$ cat src/rtl/adc_pwr_seq_pkg.sv
package adc_pwr_seq_pkg;

  localparam int REG_W = 8;

  localparam logic [REG_W-1:0] PAGE_MAIN      = 8'd0;
  localparam logic [REG_W-1:0] REG_POWER_MODE = 8'd2;
  localparam logic [REG_W-1:0] REG_IN_CH      = 8'd115;
  localparam logic [REG_W-1:0] REG_OUT_CH     = 8'd116;
  localparam logic [REG_W-1:0] REG_BLOCK_PWR  = 8'd117;
  localparam logic [REG_W-1:0] REG_DEV_STATUS = 8'd119;

  typedef enum logic [2:0] {
    MODE_OFF      = 3'd0,
    MODE_BOOT     = 3'd1,
    MODE_SLEEP    = 3'd2,
    MODE_WAKING   = 3'd3,
    MODE_ACTIVE   = 3'd4,
    MODE_SLEEPING = 3'd5
  } seqMode_e;

  typedef enum logic [2:0] {
    OP_NONE, OP_WAKE, OP_CH_IN, OP_CH_OUT, OP_POWER, OP_SLEEP, OP_STATUS
  } busOp_e;

  typedef enum logic [1:0] {
    WAIT_POR, WAIT_WAKE, WAIT_SLEEP
  } waitSel_e;

  typedef struct packed {
    logic     timerLoad;
    waitSel_e waitSel;
    logic     retryClr;
    logic     retryInc;
    logic     pinRelease;
    logic     pinHold;
    logic     clkOn;
    logic     clkOff;
    logic     errSet;
    logic     errClr;
    busOp_e   busOp;
  } seqStrobe_t;

endpackage

$ cat src/rtl/adc_pwr_seq_ctrl.sv
module adc_pwr_seq_ctrl
  import adc_pwr_seq_pkg::*;
(
  input  logic       clk,
  input  logic       rstN,
  input  logic       suppliesOk,
  input  logic       cmdRecord,
  input  logic       cmdSleep,
  input  logic       cmdShutdown,
  input  logic       busAck,
  input  logic       timerDone,
  input  logic       retryExhausted,
  input  logic       statusBit,
  output seqStrobe_t strobe,
  output seqMode_e   mode
);

  typedef enum logic [3:0] {
    ST_OFF, ST_BOOT, ST_SLEEP,
    ST_WR_WAKE, ST_WAIT_WAKE, ST_WR_IN, ST_WR_OUT, ST_WR_PWR, ST_CLK_ON,
    ST_ACTIVE,
    ST_WR_SLEEP, ST_WAIT_SLEEP, ST_RD_STAT, ST_RD_GAP, ST_STUCK
  } ctrlState_e;

  ctrlState_e state, stateNext;
  logic       needCfg;
  logic       pendSleep;
  logic       inWake;

  assign inWake = (state == ST_WR_WAKE) || (state == ST_WAIT_WAKE) ||
                  (state == ST_WR_IN)   || (state == ST_WR_OUT)    ||
                  (state == ST_WR_PWR)  || (state == ST_CLK_ON);

  always_comb begin
    strobe    = '0;
    stateNext = state;
    if (cmdShutdown) begin
      stateNext      = ST_OFF;
      strobe.pinHold = 1'b1;
      strobe.clkOff  = 1'b1;
      strobe.errClr  = 1'b1;
    end else begin
      unique case (state)
        ST_OFF: if (suppliesOk) begin
          strobe.pinRelease = 1'b1;
          strobe.timerLoad  = 1'b1;
          strobe.waitSel    = WAIT_POR;
          stateNext         = ST_BOOT;
        end
        ST_BOOT: if (timerDone) stateNext = ST_SLEEP;
        ST_SLEEP: if (cmdRecord) stateNext = ST_WR_WAKE;
        ST_WR_WAKE: begin
          strobe.busOp = OP_WAKE;
          if (busAck) begin
            strobe.timerLoad = 1'b1;
            strobe.waitSel   = WAIT_WAKE;
            stateNext        = ST_WAIT_WAKE;
          end
        end
        ST_WAIT_WAKE: if (timerDone) stateNext = needCfg ? ST_WR_IN : ST_CLK_ON;
        ST_WR_IN: begin
          strobe.busOp = OP_CH_IN;
          if (busAck) stateNext = ST_WR_OUT;
        end
        ST_WR_OUT: begin
          strobe.busOp = OP_CH_OUT;
          if (busAck) stateNext = ST_WR_PWR;
        end
        ST_WR_PWR: begin
          strobe.busOp = OP_POWER;
          if (busAck) stateNext = ST_CLK_ON;
        end
        ST_CLK_ON: begin
          strobe.clkOn = 1'b1;
          stateNext    = ST_ACTIVE;
        end
        ST_ACTIVE: if (cmdSleep || pendSleep) stateNext = ST_WR_SLEEP;
        ST_WR_SLEEP: begin
          strobe.busOp = OP_SLEEP;
          if (busAck) begin
            strobe.timerLoad = 1'b1;
            strobe.waitSel   = WAIT_SLEEP;
            stateNext        = ST_WAIT_SLEEP;
          end
        end
        ST_WAIT_SLEEP: if (timerDone) begin
          strobe.retryClr = 1'b1;
          stateNext       = ST_RD_STAT;
        end
        ST_RD_STAT: begin
          strobe.busOp = OP_STATUS;
          if (busAck) begin
            if (statusBit) begin
              strobe.clkOff = 1'b1;
              stateNext     = ST_SLEEP;
            end else if (retryExhausted) begin
              strobe.errSet = 1'b1;
              stateNext     = ST_STUCK;
            end else begin
              strobe.retryInc = 1'b1;
              stateNext       = ST_RD_GAP;
            end
          end
        end
        ST_RD_GAP: stateNext = ST_RD_STAT;
        ST_STUCK:  stateNext = ST_STUCK;
        default:   stateNext = ST_OFF;
      endcase
    end
  end

  always_ff @(posedge clk or negedge rstN) begin
    if (!rstN) begin
      state     <= ST_OFF;
      needCfg   <= 1'b1;
      pendSleep <= 1'b0;
    end else begin
      state <= stateNext;
      if (cmdShutdown) begin
        needCfg   <= 1'b1;
        pendSleep <= 1'b0;
      end else begin
        if (state == ST_WR_PWR && busAck) needCfg <= 1'b0;
        if (inWake && cmdSleep) pendSleep <= 1'b1;
        else if (state == ST_ACTIVE) pendSleep <= 1'b0;
      end
    end
  end

  always_comb begin
    unique case (state)
      ST_OFF:    mode = MODE_OFF;
      ST_BOOT:   mode = MODE_BOOT;
      ST_SLEEP:  mode = MODE_SLEEP;
      ST_ACTIVE: mode = MODE_ACTIVE;
      ST_WR_SLEEP, ST_WAIT_SLEEP, ST_RD_STAT, ST_RD_GAP, ST_STUCK:
                 mode = MODE_SLEEPING;
      default:   mode = MODE_WAKING;
    endcase
  end

endmodule

$ cat src/rtl/adc_pwr_seq_dp.sv
module adc_pwr_seq_dp
  import adc_pwr_seq_pkg::*;
#(
  parameter int               CLK_KHZ    = 100000,
  parameter int               POR_MS     = 1,
  parameter int               WAKE_MS    = 1,
  parameter int               SLEEP_MS   = 6,
  parameter int               MAX_RETRY  = 3,
  parameter int               STATUS_BIT = 7,
  parameter logic [REG_W-1:0] IN_CH_EN   = 8'hF0,
  parameter logic [REG_W-1:0] OUT_CH_EN  = 8'hF0,
  parameter logic [REG_W-1:0] PWR_CFG    = 8'hE0,
  parameter logic [REG_W-1:0] WAKE_VAL   = 8'h00,
  parameter logic [REG_W-1:0] SLEEP_VAL  = 8'h01
) (
  input  logic             clk,
  input  logic             rstN,
  input  seqStrobe_t       strobe,
  input  logic [REG_W-1:0] busRdata,
  output logic             timerDone,
  output logic             retryExhausted,
  output logic             statusBit,
  output logic             busReq,
  output logic             busWrite,
  output logic [REG_W-1:0] busPage,
  output logic [REG_W-1:0] busAddr,
  output logic [REG_W-1:0] busWdata,
  output logic             pwrDownN,
  output logic             fsyncEn,
  output logic             bclkEn,
  output logic             seqError
);

  localparam int POR_CYC   = POR_MS * CLK_KHZ;
  localparam int WAKE_CYC  = WAKE_MS * CLK_KHZ;
  localparam int SLEEP_CYC = SLEEP_MS * CLK_KHZ;
  localparam int MAX_A     = (POR_CYC > WAKE_CYC) ? POR_CYC : WAKE_CYC;
  localparam int MAX_CYC   = (MAX_A > SLEEP_CYC) ? MAX_A : SLEEP_CYC;
  localparam int CNT_W     = $clog2(MAX_CYC + 1);
  localparam int RETRY_W   = (MAX_RETRY > 0) ? $clog2(MAX_RETRY + 1) : 1;

  // wait timer: loaded with the cycle count, done once it has run down
  logic [CNT_W-1:0] waitCnt;
  logic [CNT_W-1:0] loadVal;

  always_comb begin
    unique case (strobe.waitSel)
      WAIT_POR:   loadVal = CNT_W'(POR_CYC);
      WAIT_WAKE:  loadVal = CNT_W'(WAKE_CYC);
      default:    loadVal = CNT_W'(SLEEP_CYC);
    endcase
  end

  always_ff @(posedge clk or negedge rstN) begin
    if (!rstN)                  waitCnt <= '0;
    else if (strobe.timerLoad)  waitCnt <= loadVal;
    else if (waitCnt != '0)     waitCnt <= waitCnt - 1'b1;
  end

  assign timerDone = (waitCnt == '0);

  // status poll retry counter
  generate
    if (MAX_RETRY > 0) begin : g_retry
      logic [RETRY_W-1:0] retryCnt;
      always_ff @(posedge clk or negedge rstN) begin
        if (!rstN)                retryCnt <= '0;
        else if (strobe.retryClr) retryCnt <= '0;
        else if (strobe.retryInc) retryCnt <= retryCnt + 1'b1;
      end
      assign retryExhausted = (retryCnt == RETRY_W'(MAX_RETRY));
    end else begin : g_noRetry
      assign retryExhausted = 1'b1;
    end
  endgenerate

  logic unusedRdata;
  assign unusedRdata = ^busRdata;
  assign statusBit   = busRdata[STATUS_BIT];

  // register access decode
  always_comb begin
    busReq   = (strobe.busOp != OP_NONE);
    busWrite = 1'b1;
    busPage  = PAGE_MAIN;
    busAddr  = REG_POWER_MODE;
    busWdata = '0;
    unique case (strobe.busOp)
      OP_WAKE:   busWdata = WAKE_VAL;
      OP_SLEEP:  busWdata = SLEEP_VAL;
      OP_CH_IN:  begin busAddr = REG_IN_CH;     busWdata = IN_CH_EN;  end
      OP_CH_OUT: begin busAddr = REG_OUT_CH;    busWdata = OUT_CH_EN; end
      OP_POWER:  begin busAddr = REG_BLOCK_PWR; busWdata = PWR_CFG;   end
      OP_STATUS: begin busAddr = REG_DEV_STATUS; busWrite = 1'b0;     end
      default:   busWrite = 1'b0;
    endcase
  end

  // pin, clock gate and error registers
  logic clkGate;
  always_ff @(posedge clk or negedge rstN) begin
    if (!rstN) begin
      pwrDownN <= 1'b0;
      clkGate  <= 1'b0;
      seqError <= 1'b0;
    end else begin
      if (strobe.pinHold)         pwrDownN <= 1'b0;
      else if (strobe.pinRelease) pwrDownN <= 1'b1;
      if (strobe.clkOff)          clkGate  <= 1'b0;
      else if (strobe.clkOn)      clkGate  <= 1'b1;
      if (strobe.errClr)          seqError <= 1'b0;
      else if (strobe.errSet)     seqError <= 1'b1;
    end
  end

  assign fsyncEn = clkGate;
  assign bclkEn  = clkGate;

endmodule

$ cat src/rtl/adc_pwr_seq.sv
module adc_pwr_seq
  import adc_pwr_seq_pkg::*;
#(
  parameter int         CLK_KHZ    = 100000,
  parameter int         POR_MS     = 1,
  parameter int         WAKE_MS    = 1,
  parameter int         SLEEP_MS   = 6,
  parameter int         MAX_RETRY  = 3,
  parameter int         STATUS_BIT = 7,
  parameter logic [7:0] IN_CH_EN   = 8'hF0,
  parameter logic [7:0] OUT_CH_EN  = 8'hF0,
  parameter logic [7:0] PWR_CFG    = 8'hE0,
  parameter logic [7:0] WAKE_VAL   = 8'h00,
  parameter logic [7:0] SLEEP_VAL  = 8'h01
) (
  input  logic       clk,
  input  logic       rstN,
  input  logic       suppliesOk,
  input  logic       cmdRecord,
  input  logic       cmdSleep,
  input  logic       cmdShutdown,
  output logic       busReq,
  output logic       busWrite,
  output logic [7:0] busPage,
  output logic [7:0] busAddr,
  output logic [7:0] busWdata,
  input  logic       busAck,
  input  logic [7:0] busRdata,
  output logic       pwrDownN,
  output logic       fsyncEn,
  output logic       bclkEn,
  output logic [2:0] mode,
  output logic       seqError
);

  seqStrobe_t strobe;
  seqMode_e   modeInt;
  logic       timerDone, retryExhausted, statusBit;

  adc_pwr_seq_ctrl u_ctrl (
    .clk(clk), .rstN(rstN), .suppliesOk(suppliesOk),
    .cmdRecord(cmdRecord), .cmdSleep(cmdSleep), .cmdShutdown(cmdShutdown),
    .busAck(busAck), .timerDone(timerDone), .retryExhausted(retryExhausted),
    .statusBit(statusBit), .strobe(strobe), .mode(modeInt)
  );

  adc_pwr_seq_dp #(
    .CLK_KHZ(CLK_KHZ), .POR_MS(POR_MS), .WAKE_MS(WAKE_MS), .SLEEP_MS(SLEEP_MS),
    .MAX_RETRY(MAX_RETRY), .STATUS_BIT(STATUS_BIT), .IN_CH_EN(IN_CH_EN),
    .OUT_CH_EN(OUT_CH_EN), .PWR_CFG(PWR_CFG), .WAKE_VAL(WAKE_VAL),
    .SLEEP_VAL(SLEEP_VAL)
  ) u_dp (
    .clk(clk), .rstN(rstN), .strobe(strobe), .busRdata(busRdata),
    .timerDone(timerDone), .retryExhausted(retryExhausted), .statusBit(statusBit),
    .busReq(busReq), .busWrite(busWrite), .busPage(busPage), .busAddr(busAddr),
    .busWdata(busWdata), .pwrDownN(pwrDownN), .fsyncEn(fsyncEn), .bclkEn(bclkEn),
    .seqError(seqError)
  );

  assign mode = modeInt;

endmodule

$ cat config.mk
export PLATFORM = sky130hd
export DESIGN_NAME = adc_pwr_seq
export DESIGN_NICKNAME = d
export VERILOG_FILES = /design/src/rtl/adc_pwr_seq_pkg.sv /design/src/rtl/adc_pwr_seq_ctrl.sv /design/src/rtl/adc_pwr_seq_dp.sv /design/src/rtl/adc_pwr_seq.sv
export SDC_FILE = /design/constraint.sdc
export NUM_CORES = 1
export LEC_CHECK = 0
export ABC_CLOCK_PERIOD_IN_PS = 2900
export BUFFER_PORTS_ARGS = -buffer_cell sky130_fd_sc_hd__buf_2
export CORE_MARGIN = 4
export CORE_UTILIZATION = 49
export CTS_CLUSTER_DIAMETER = 200
export DETAILED_ROUTE_END_ITERATION = 10
export MAX_ROUTING_LAYER = met4
export PLACE_DENSITY = 0.73
export SETUP_SLACK_MARGIN = 0.3
export SYNTH_ARGS = -nofsm -noshare
export SYNTH_HDL_FRONTEND = slang
export SYNTH_SLANG_ARGS = --single-unit
export TNS_END_PERCENT = 20
$ cat constraint.sdc
create_clock -name clk -period 2.9 [get_ports clk]
set_input_delay 0.58 -clock clk [delete_from_list [all_inputs] [get_ports clk]]
set_output_delay 0.58 -clock clk [all_outputs]
set_load 0.01 [all_outputs]
==> flow_metrics.tcl <==
set metrics [dict create \
    regArea_sq_um 777.0 \
    worstReg2RegStart "u_dp.waitCnt[0]" \
    path_class "register to output pin" \
    avgSynthCellArea_sq_um 8.644 \
    die_y_um 75.99 \
    met2_usage 0.2834 \
    crit_fanout 12 \
    start_util 0.5130 \
    num_rows 24 \
    numCtsBuffers 5 \
    grt_pass1_wl_um 8694 \
    peakVddDrop_mv 0.4186 \
    synth_edf_count 0 \
    postRouteAntennaNets 0 \
    start_kind "register" \
    synth_area_sq_mm 0.002265 \
    worstReg2RegEnd "u_dp.waitCnt[7]" \
    diodes 0 \
    tightest_slew_ps 719.4 \
    fp.coreArea_sq_mm 0.004414 \
    cp.required_ps 2320 \
    clkTransAtPathRegs_ps 70 \
    grt_usage 0.1836 \
    drtPass1Iterations 4 \
    wl_um 4957 \
    fin_crit_sh 0.8428 \
    synth-warning-count 0 \
    drtIter0Drc 125 \
    worstPathArrival_ps 1860 \
    ys.flop_type "dfrtp_1" \
    grt_pass1_vias 1786 \
    finalClockSkew_ps 7.786 \
    place.gp.congestion 0.8503 \
    antenna_found_initial 0 \
    met3_usage 0.04610 \
    most-common-layout-cells "dfrtp_1, nor2_1, buf_2" \
    rsz0062_at_grt "false" \
    cts_setup_buffers 0 \
    maxSlewHeadroom 0.5204 \
    cts_resized 0 \
    hold_violations 0 \
    drive_gt1_frac 0.2064 \
    power_density_mw_per_mm2 755.9 \
    grt-ovfl-total 0 \
    maxSlewViolCount 0 \
    fillCellCount 413 \
    die_w_um 75.99 \
    design.die.area_sq_mm 0.005774 \
    routed_via_density 5.598 \
    cts.sinks 31 \
    io_buffer_count 27 \
    syn_inst 262 \
    ios 48 \
    layout_commonest_cell "dfrtp_1" \
    synth_top_cell_by_area "dfrtp_1" \
    syn2layout_area_growth_pct 9.668 \
    leakagePower_nw 1.053 \
    drc 0 \
    synthTopCellsByArea "dfrtp_1, xnor2_1, buf_4, nor2_1, a21oi_1" \
    yosysUniqueCellTypes 55 \
    dp_hpwl_um 3605 \
    cts-root-buf "clkbuf_8" \
    status "complete, no violations" \
    fin_setup_tns_ps 0 \
    multiInputGateArea_sq_mm 0.001306 \
    r2r_cells 7 \
    pre_cts_ws_ps 469.3 \
    max_freq_mhz 409.1 \
    holdBufCountCts 0 \
    setup_ws_ps 455.9 \
    worstHoldPathType "primary input to async pin" \
    seq_area_frac_synth 0.3431 \
    synthArstFlopShare 1.000 \
    ys_ff_latch 31 \
    clock_path_buffers 2 \
    clkLatencyLatePin_ps 290 \
    busiest_layer "met2" \
    end_kind "output pin" \
    setup_viol 0 \
    cts_tree "built" \
    h-tree-depth 2 \
    synth_top_area_frac 0.3315 \
    min_period_ps 2444 \
    finalNetCount 298 \
    grt_max_degree 32 \
    grt_use_met1 0.2470 \
    drt-wirelength-per-cell_um 14.89 \
    cap_violations 0 \
    vias 1864 \
    rrSetupSlack_ps 460 \
]
==> through the flow <==
step / hold slack [ps] / utilization / instance area [sq um] / power [mW] / cells
CTS: 358.2 / 0.5626 / 2484 / 1.884 / 333
global placement: 476.7 / 0.5360 / 2366 / 1.408 / 325
global route: 398.0 / 0.5626 / 2484 / 2.025 / 333
floorplan: 284.4 / - / 2310 / 1.249 / 274
finish: 340.8 / 0.5626 / 2484 / 1.877 / 333
detailed placement: 490.1 / 0.5360 / 2366 / 1.424 / 325
==> registers in the layout, indices dropped and copies added (netlist names) <==
signal / cells
u_dp.g_retry.retryCnt: 2
u_dp.seqError: 1
u_dp.waitCnt: 20
u_ctrl.needCfg: 1
u_ctrl.state: 4
u_dp.pwrDownN: 1
u_ctrl.pendSleep: 1
u_dp.bclkEn: 1
==> kinds of logic (layout without fill, tap and decap cells) <==
logic type	count (synthesis)	in the layout	share of synthesized area
and+or+nand+nor	98	98	0.2475
AOI/OAI and AO/OA	62	62	0.1923
buffers and inverters	42	49	0.1000
DFF	31	31	0.3431
xor gates and xnor gates	21	21	0.08121
muxes	4	4	0.01768
adders and majority gates	3	3	0.01658
other	1	13	0.001656
==> critical path, cell delays in order, from the launching register on <==
cell	delay [ps]
dfrtp_1	560
clkinv_1	340
nor4b_1	460
buf_2	220
==> cell usage after synthesis, types with 3 or more instances <==
cell / instances
nor2b_1: 3
clkbuf_1: 13
a211oi_1: 10
xnor2_1: 16
nor2_1: 27
nand3_1: 6
buf_4: 18
xor2_1: 5
mux2i_1: 4
or3_1: 6
buf_1: 4
inv_1: 5
dfrtp_1: 30
nand2b_1: 5
o21ai_0: 9
a21o_1: 3
nor3_1: 12
nand4_1: 3
nand2_1: 16
a21oi_1: 16
a31oi_1: 6
ha_1: 3
==> how the worst max path moves through the flow <==
stage,start,endpoint,cells past startpoint
6_report,u_ctrl.state[3],busWdata[0],3
5_1_grt,u_ctrl.state[3],busWdata[0],3
4_1_cts,u_ctrl.state[3],busWdata[0],3
3_5_place_dp,u_dp.waitCnt[0],u_dp.waitCnt[7],7
3_3_place_gp,u_dp.waitCnt[0],u_dp.waitCnt[7],7
2_1_floorplan,u_ctrl.state[2],busWdata[6],5
==> area by class of cell <==
| class | count | area share |
|---|---|---|
| repair buffers | 35 | 0.07859 |
| multi-input cells | 201 | 0.5259 |
| well taps | 52 | 0.02620 |
| inverters | 6 | 0.009068 |
| clock inverters | 2 | 0.01411 |
| flip-flops and latches | 31 | 0.3128 |
| clock buffers | 6 | 0.03325 |
==> where the power goes <==
part,switching [mW],internal [mW]
clock,0.175,0.278
sequential,0.134,0.524
combinational,0.432,0.335
total,0.740,1.14
==> layer usage <==
metal,wire length (um),up-vias,part of all wire
li1,-,946,-
met1,2396,880,0.48
met2,2315,32,0.47
met3,194,6,0.039
met4,51,0,0.010
met5,0,-,0
Note: power is estimated with default switching activity, not from simulation.
